[src/rtl/ocp_pkg.sv]
package ocp_pkg;
  typedef enum logic [1:0] {
    ST_OFF    = 2'd0,
    ST_RUN    = 2'd1,
    ST_LATCH  = 2'd2,
    ST_HICCUP = 2'd3
  } ocp_state_e;

  typedef enum logic [1:0] {
    ACT_LIMIT = 2'd0,
    ACT_LATCH = 2'd1,
    ACT_RETRY = 2'd2,
    ACT_RSVD  = 2'd3
  } ocp_action_e;
endpackage

[src/rtl/ocp_blank_timer.sv]
module ocp_blank_timer #(
  parameter int BW = 8
) (
  input  logic          clk_i,
  input  logic          rst_ni,
  input  logic          cyc_start_i,
  input  logic [BW-1:0] blank_len_i,
  output logic          blank_o
);
  logic [BW-1:0] cnt_q;
  logic          len_zero;

  assign len_zero = (blank_len_i == '0);

  always_ff @(posedge clk_i or negedge rst_ni) begin
    if (!rst_ni)
      cnt_q <= '0;
    else if (cyc_start_i)
      cnt_q <= len_zero ? '0 : blank_len_i - BW'(1);
    else if (cnt_q != '0)
      cnt_q <= cnt_q - BW'(1);
  end

  // strobe cycle itself is the first blanked tick
  assign blank_o = cyc_start_i ? !len_zero : (cnt_q != '0);

  AST_BLANK_AFTER_STROBE: assert property (@(posedge clk_i) disable iff (!rst_ni)
    cyc_start_i && (blank_len_i > BW'(1)) |=> blank_o || cyc_start_i);
endmodule

[src/rtl/ocp_viol_counter.sv]
module ocp_viol_counter #(
  parameter int DW = 10,
  parameter int CW = 4
) (
  input  logic          clk_i,
  input  logic          rst_ni,
  input  logic          smp_valid_i,
  input  logic [DW-1:0] smp_data_i,
  input  logic [DW-1:0] limit_i,
  input  logic [CW-1:0] allow_i,
  input  logic          blank_i,
  input  logic          run_i,
  input  logic          clear_i,
  output logic          acc_o,
  output logic          viol_o,
  output logic          declare_o
);
  localparam int CNT_W = CW + 1;
  localparam logic [CNT_W-1:0] CNT_MAX = '1;

  logic [CNT_W-1:0] cnt_q;
  logic [CNT_W-1:0] cnt_inc;

  assign acc_o     = smp_valid_i && !blank_i && run_i;
  assign viol_o    = acc_o && (smp_data_i > limit_i);
  assign cnt_inc   = (cnt_q == CNT_MAX) ? cnt_q : cnt_q + CNT_W'(1);
  assign declare_o = viol_o && (cnt_inc > {1'b0, allow_i});

  always_ff @(posedge clk_i or negedge rst_ni) begin
    if (!rst_ni)
      cnt_q <= '0;
    else if (clear_i)
      cnt_q <= '0;
    else if (acc_o)
      cnt_q <= viol_o ? cnt_inc : '0;
  end

  AST_BLANK_DROP: assert property (@(posedge clk_i) disable iff (!rst_ni)
    blank_i |-> !acc_o);
  AST_RUN_ONLY: assert property (@(posedge clk_i) disable iff (!rst_ni)
    !run_i |-> !declare_o);
  AST_CNT_RESET: assert property (@(posedge clk_i) disable iff (!rst_ni)
    acc_o && !viol_o |=> cnt_q == '0);
  AST_CNT_STEP: assert property (@(posedge clk_i) disable iff (!rst_ni)
    viol_o && !clear_i && (cnt_q != CNT_MAX) |=> cnt_q == $past(cnt_q) + CNT_W'(1));
endmodule

[src/rtl/ocp_fault_ctrl.sv]
module ocp_fault_ctrl
  import ocp_pkg::*;
#(
  parameter int HW = 12
) (
  input  logic          clk_i,
  input  logic          rst_ni,
  input  logic          enable_i,
  input  logic          flt_clear_i,
  input  logic          cyc_start_i,
  input  logic [1:0]    action_i,
  input  logic [HW-1:0] hiccup_i,
  input  logic          viol_i,
  input  logic          declare_i,
  output logic          run_o,
  output logic          cnt_clr_o,
  output logic          fault_o,
  output logic          trunc_o,
  output logic          shutdown_o
);
  ocp_state_e    state_q;
  ocp_action_e   act;
  logic [HW-1:0] hic_q;
  logic          fault_q;
  logic          trunc_q;
  logic          shut_req;

  assign act      = ocp_action_e'(action_i);
  assign shut_req = declare_i && (act != ACT_LIMIT);

  always_ff @(posedge clk_i or negedge rst_ni) begin
    if (!rst_ni) begin
      state_q <= ST_OFF;
      hic_q   <= '0;
      fault_q <= 1'b0;
      trunc_q <= 1'b0;
    end else if (!enable_i) begin
      state_q <= ST_OFF;
      hic_q   <= '0;
      fault_q <= 1'b0;
      trunc_q <= 1'b0;
    end else begin
      if (declare_i)        fault_q <= 1'b1;
      else if (flt_clear_i) fault_q <= 1'b0;
      unique case (state_q)
        ST_OFF: state_q <= ST_RUN;
        ST_RUN: begin
          if (shut_req) begin
            state_q <= (act == ACT_RETRY) ? ST_HICCUP : ST_LATCH;
            hic_q   <= hiccup_i;
            trunc_q <= 1'b0;
          end else if (viol_i) begin
            trunc_q <= 1'b1;
          end else if (cyc_start_i) begin
            trunc_q <= 1'b0;
          end
        end
        ST_LATCH: state_q <= ST_LATCH;
        ST_HICCUP: begin
          if (hic_q == '0) state_q <= ST_RUN;
          else             hic_q   <= hic_q - HW'(1);
        end
        default: state_q <= ST_OFF;
      endcase
    end
  end

  assign run_o      = (state_q == ST_RUN);
  assign cnt_clr_o  = !enable_i || shut_req;
  assign fault_o    = fault_q;
  assign trunc_o    = trunc_q;
  assign shutdown_o = (state_q == ST_LATCH) || (state_q == ST_HICCUP);

  AST_LATCH_HOLD: assert property (@(posedge clk_i) disable iff (!rst_ni)
    (state_q == ST_LATCH) && enable_i |=> state_q == ST_LATCH);
  AST_HICCUP_RESUME: assert property (@(posedge clk_i) disable iff (!rst_ni)
    (state_q == ST_HICCUP) && (hic_q == '0) && enable_i |=> run_o);
  AST_FAULT_STICKY: assert property (@(posedge clk_i) disable iff (!rst_ni)
    fault_o && !flt_clear_i && enable_i |=> fault_o);
  AST_DISABLE_QUIET: assert property (@(posedge clk_i) disable iff (!rst_ni)
    !enable_i |=> !fault_o && !shutdown_o && !trunc_o);
  AST_TRUNC_END: assert property (@(posedge clk_i) disable iff (!rst_ni)
    cyc_start_i && !viol_i |=> !trunc_o);
  AST_LIMIT_NO_SHDN: assert property (@(posedge clk_i) disable iff (!rst_ni)
    run_o && declare_i && (action_i == 2'd0) |=> !shutdown_o);
endmodule

[src/rtl/ocp_qualifier.sv]
module ocp_qualifier #(
  parameter int DW = 10,
  parameter int BW = 8,
  parameter int CW = 4,
  parameter int HW = 12
) (
  input  logic          clk_i,
  input  logic          rst_ni,
  input  logic          enable_i,
  input  logic          cyc_start_i,
  input  logic          smp_valid_i,
  input  logic [DW-1:0] smp_data_i,
  input  logic [DW-1:0] cfg_limit_i,
  input  logic [BW-1:0] cfg_blank_i,
  input  logic [CW-1:0] cfg_allow_i,
  input  logic [1:0]    cfg_action_i,
  input  logic [HW-1:0] cfg_hiccup_i,
  input  logic          flt_clear_i,
  output logic          fault_o,
  output logic          trunc_o,
  output logic          shutdown_o
);
  logic blank;
  logic run;
  logic cnt_clr;
  logic acc;
  logic viol;
  logic declare;

  ocp_blank_timer #(.BW(BW)) u_blank (
    .clk_i       (clk_i),
    .rst_ni      (rst_ni),
    .cyc_start_i (cyc_start_i),
    .blank_len_i (cfg_blank_i),
    .blank_o     (blank)
  );

  ocp_viol_counter #(.DW(DW), .CW(CW)) u_cnt (
    .clk_i       (clk_i),
    .rst_ni      (rst_ni),
    .smp_valid_i (smp_valid_i),
    .smp_data_i  (smp_data_i),
    .limit_i     (cfg_limit_i),
    .allow_i     (cfg_allow_i),
    .blank_i     (blank),
    .run_i       (run),
    .clear_i     (cnt_clr),
    .acc_o       (acc),
    .viol_o      (viol),
    .declare_o   (declare)
  );

  ocp_fault_ctrl #(.HW(HW)) u_ctrl (
    .clk_i       (clk_i),
    .rst_ni      (rst_ni),
    .enable_i    (enable_i),
    .flt_clear_i (flt_clear_i),
    .cyc_start_i (cyc_start_i),
    .action_i    (cfg_action_i),
    .hiccup_i    (cfg_hiccup_i),
    .viol_i      (viol),
    .declare_i   (declare),
    .run_o       (run),
    .cnt_clr_o   (cnt_clr),
    .fault_o     (fault_o),
    .trunc_o     (trunc_o),
    .shutdown_o  (shutdown_o)
  );

  AST_SHDN_NO_ACC: assert property (@(posedge clk_i) disable iff (!rst_ni)
    shutdown_o |-> !acc);
  AST_VIOL_ABOVE: assert property (@(posedge clk_i) disable iff (!rst_ni)
    viol |-> smp_data_i > cfg_limit_i);
endmodule

[config.mk]
export PLATFORM = sky130hd
export DESIGN_NAME = ocp_qualifier
export DESIGN_NICKNAME = d
export VERILOG_FILES = /design/src/rtl/ocp_pkg.sv /design/src/rtl/ocp_blank_timer.sv /design/src/rtl/ocp_viol_counter.sv /design/src/rtl/ocp_fault_ctrl.sv /design/src/rtl/ocp_qualifier.sv
export SDC_FILE = /design/constraint.sdc
export NUM_CORES = 1
export LEC_CHECK = 0
export CORE_MARGIN = 2
export CORE_UTILIZATION = 55
export CTS_BUF_LIST = sky130_fd_sc_hd__clkbuf_16
export DETAILED_ROUTE_END_ITERATION = 7
export HOLD_SLACK_MARGIN = 0.06
export PLACE_DENSITY = 0.92
export SYNTH_ARGS = -nofsm -noshare
export SYNTH_HDL_FRONTEND = slang
export SYNTH_SLANG_ARGS = --single-unit
export TNS_END_PERCENT = 1
[constraint.sdc]
create_clock -name clk_i -period 4.7 [get_ports clk_i]
set_input_delay 0.94 -clock clk_i [delete_from_list [all_inputs] [get_ports clk_i]]
set_output_delay 0.94 -clock clk_i [all_outputs]
set_load 0.02 [all_outputs]
==> flow_metrics.py <==
metrics = {
    "floorplanning": {
        "die-area_um2": 4883,
        "start_util": 0.5842,
        "die_height_um": 69.88,
        "ios": 55,
        "dieWidth_um": 69.88,
        "num_rows": 23,
        "coreArea_um2": 4086,
    },
    "logic_synthesis": {
        "synth_simple_gate_area_share": 0.2406,
        "synth_xor_area_frac": 0.05136,
        "ys.warnings.count": 0,
        "synth.area.mux_share": 0.01782,
        "syn-cell-area_um2": 2387,
        "netlist.area_leader.share": 0.3040,
        "synthFlopType": "dfrtp_1",
        "yosysTopAreaCell": "dfrtp_1",
        "ys_seq_area_frac": 0.3040,
        "synth_top_family_by_area": "simple AND/OR/NAND/NOR gates",
        "synth_area_leaders": "dfrtp_1 30%, ha_1 12%, nand2_1 5.8%",
        "synth.net_count": 363,
        "synth_compound_area_frac": 0.2055,
        "avgSynthCellArea_um2": 8.289,
        "synthCells": 288,
        "synth_edf_count": 0,
        "async_reset_ff_frac": 1.000,
        "synth_cell_type_count": 49,
        "ys_ff_latch": 29,
        "synthAdderAreaFrac": 0.1205,
    },
    "layout": {
        "fin_nets": 419,
        "diodes": 0,
        "mostFrequentLayoutCell": "clkdlybuf4s50_1",
        "area_growth_pct": 30.35,
        "layout_common_cells": "54 x clkdlybuf4s50_1, 37 x nand2_1, 29 x dfrtp_1",
        "drive_above_1_share": 0.05217,
    },
    "global_route": {
        "met2_usage": 0.4180,
        "grt_max_degree": 30,
        "grt_overflow": 0,
        "grtUsageMet3": 0.05628,
        "antenna_found_initial": 0,
        "grt_util_all_layers": 0.2404,
        "busiest_layer": "met2",
        "grt_pass1_wl_um": 9563,
        "use_met1": 0.2789,
        "grt_pass1_vias": 2262,
    },
    "clocking": {
        "clock_tree.root_cell": "clkbuf_16",
        "tritoncts": "built",
        "clock-sinks": 29,
        "worstSkewPairLatency_ps": 280,
        "h-tree-depth": 2,
        "numCtsBuffers": 5,
        "post_cts_resized": 0,
        "path_clk_slew_ps": 50,
        "post_cts_buffers": 0,
        "cts.path.max_buffers": 2,
        "hold_buffers": 0,
    },
    "setup_path": {
        "endpoint_kind": "flip-flop",
        "crit_arrival_ps": 3750,
        "required_ps": 4850,
        "cp-start-kind": "primary input",
        "path_max_fanout": 13,
        "path_class": "primary input to flip-flop",
    },
    "sta": {
        "period_minus_slack_ps": 3598,
        "slew_headroom": 0.5501,
        "final.setup_skew_ps": 6.736,
        "worst_pin_slew_ps": 669.7,
        "finalCritPeriodShare": 0.7656,
        "rsz0062_at_grt": "false",
        "setup_viol": 0,
        "hold_viol_final": 0,
        "finalMaxSlewViolations": 0,
        "fin_setup_tns_ps": 0,
        "setup_slack_ps": 1102,
        "clock.fmax_mhz": 277.9,
    },
    "detailed_routing": {
        "drtIter0Drc": 148,
        "vias": 2339,
        "via_per_inst": 5.922,
        "drc": 0,
        "wl_um": 5669,
        "routedWlPerCell_um": 14.35,
        "firstDrtPassIters": 6,
        "ant_nets": 0,
    },
    "place": {
        "place_ws_ps": 832.7,
        "dp_hpwl_um": 4172,
        "place.port_buffers": 54,
        "finalWeightedCongestion": 0.8586,
    },
    "power": {
        "total_leakage_power_nw": 1.387,
        "power_density_nw_per_um2": 351.6,
        "vdd_drop_max_uv": 315.4,
    },
    "status": {
        "status": "finished clean",
    },
    "job": {
        "maxCapViolCount": 0,
    },
    "worst_hold_path": {
        "hold_class": "flip-flop to flip-flop",
    },
}
-- critical path, cell delays in order --
cell and delay (ps):
clkdlybuf4s50_1 450, inv_1 40, ha_1 300, a21oi_1 140, o21ai_1 90, a2111oi_2 620
o41ai_4 180, a21boi_2 380, buf_4 260, nor4b_1 70, a221o_1 270
-- cell type report --
cell class                      instances  area [µm²]
Clock buffer                            5       125.1
Clock inverter                          3       12.51
Fill cell                             289       974.7
Inverter                               28       105.1
Multi-Input combinational cell        223        1518
Sequential cell                        29       725.7
Tap cell                               50       62.56
Timing Repair Buffer                   57       563.0
-- final timing paths --
kind	to	depth (start not counted)	start	slack, ps
min reg2reg	u_ctrl.hic_q[5]	2	u_ctrl.hic_q[5]	510
max reg2reg	u_ctrl.hic_q[4]	12	u_cnt.cnt_q[0]	1190
min in group asynchronous	u_blank.cnt_q[1]	2	rst_ni	1070
max	u_ctrl.hic_q[4]	11	cfg_limit_i[5]	1100
min	u_ctrl.hic_q[5]	2	u_ctrl.hic_q[5]	510
max in group asynchronous	u_ctrl.hic_q[9]	2	rst_ni	3370
-- per-stage QoR --
step / std cells / total power, W / hold slack (ps) / instance area, µm² / util
after floorplan: 288 / 0.0006467 / 459.3 / 2387 / -
after CTS: 395 / 0.001086 / 505.1 / 3112 / 0.7615
after global placement: 387 / 0.0007578 / 477.4 / 2974 / 0.7278
after detailed placement: 387 / 0.0007757 / 492.9 / 2974 / 0.7278
final: 395 / 0.001094 / 512.2 / 3112 / 0.7615
after global routing: 395 / 0.001161 / 527.4 / 3112 / 0.7615
-- synthesized netlist by cell type (4+ instances only) --
cell      count
a211oi_1      5
a21boi_1      4
a21oi_1      16
a31oi_1       7
clkbuf_1      6
dfrtp_1      29
ha_1         23
inv_1        28
nand2_1      37
nand2b_1      7
nand3_1       9
nor2_1       17
nor3_1       11
nor4_1        4
o21ai_0       6
o21ai_1      13
xnor2_1       9
xor2_1        5
-- per-layer routing --
layer / vias up / wire [µm]
met4: 0 / 149
met1: 1066 / 2383
met2: 109 / 2699
met3: 22 / 435
li1: 1142 / -
met5: - / 0
-- sequential cells by signal (all words and copies together) (netlist names) --
name / flops
u_blank.cnt_q: 8
u_ctrl.trunc_o: 1
u_ctrl.fault_o: 1
u_ctrl.hic_q: 12
u_cnt.cnt_q: 5
u_ctrl.state_q: 2
-- power by group --
| part | internal [W] | switching [W] | total (W) |
|---|---|---|---|
| combinational | 0.000197 | 0.000259 | 0.000456 |
| clock | 0.000190 | 0.000107 | 0.000297 |
| sequential | 0.000295 | 0.0000461 | 0.000341 |
-- kinds of logic after synthesis --
| group | after synthesis |
|---|---|
| AND/OR/NAND/NOR | 110 |
| AO/OA/AOI/OAI | 72 |
| adder cells (fa/ha/maj) | 23 |
| flip-flops | 29 |
| buffers and inverters | 36 |
| XOR/XNOR | 14 |
| multiplexers | 4 |
Note: power is estimated with default switching activity, not from simulation.
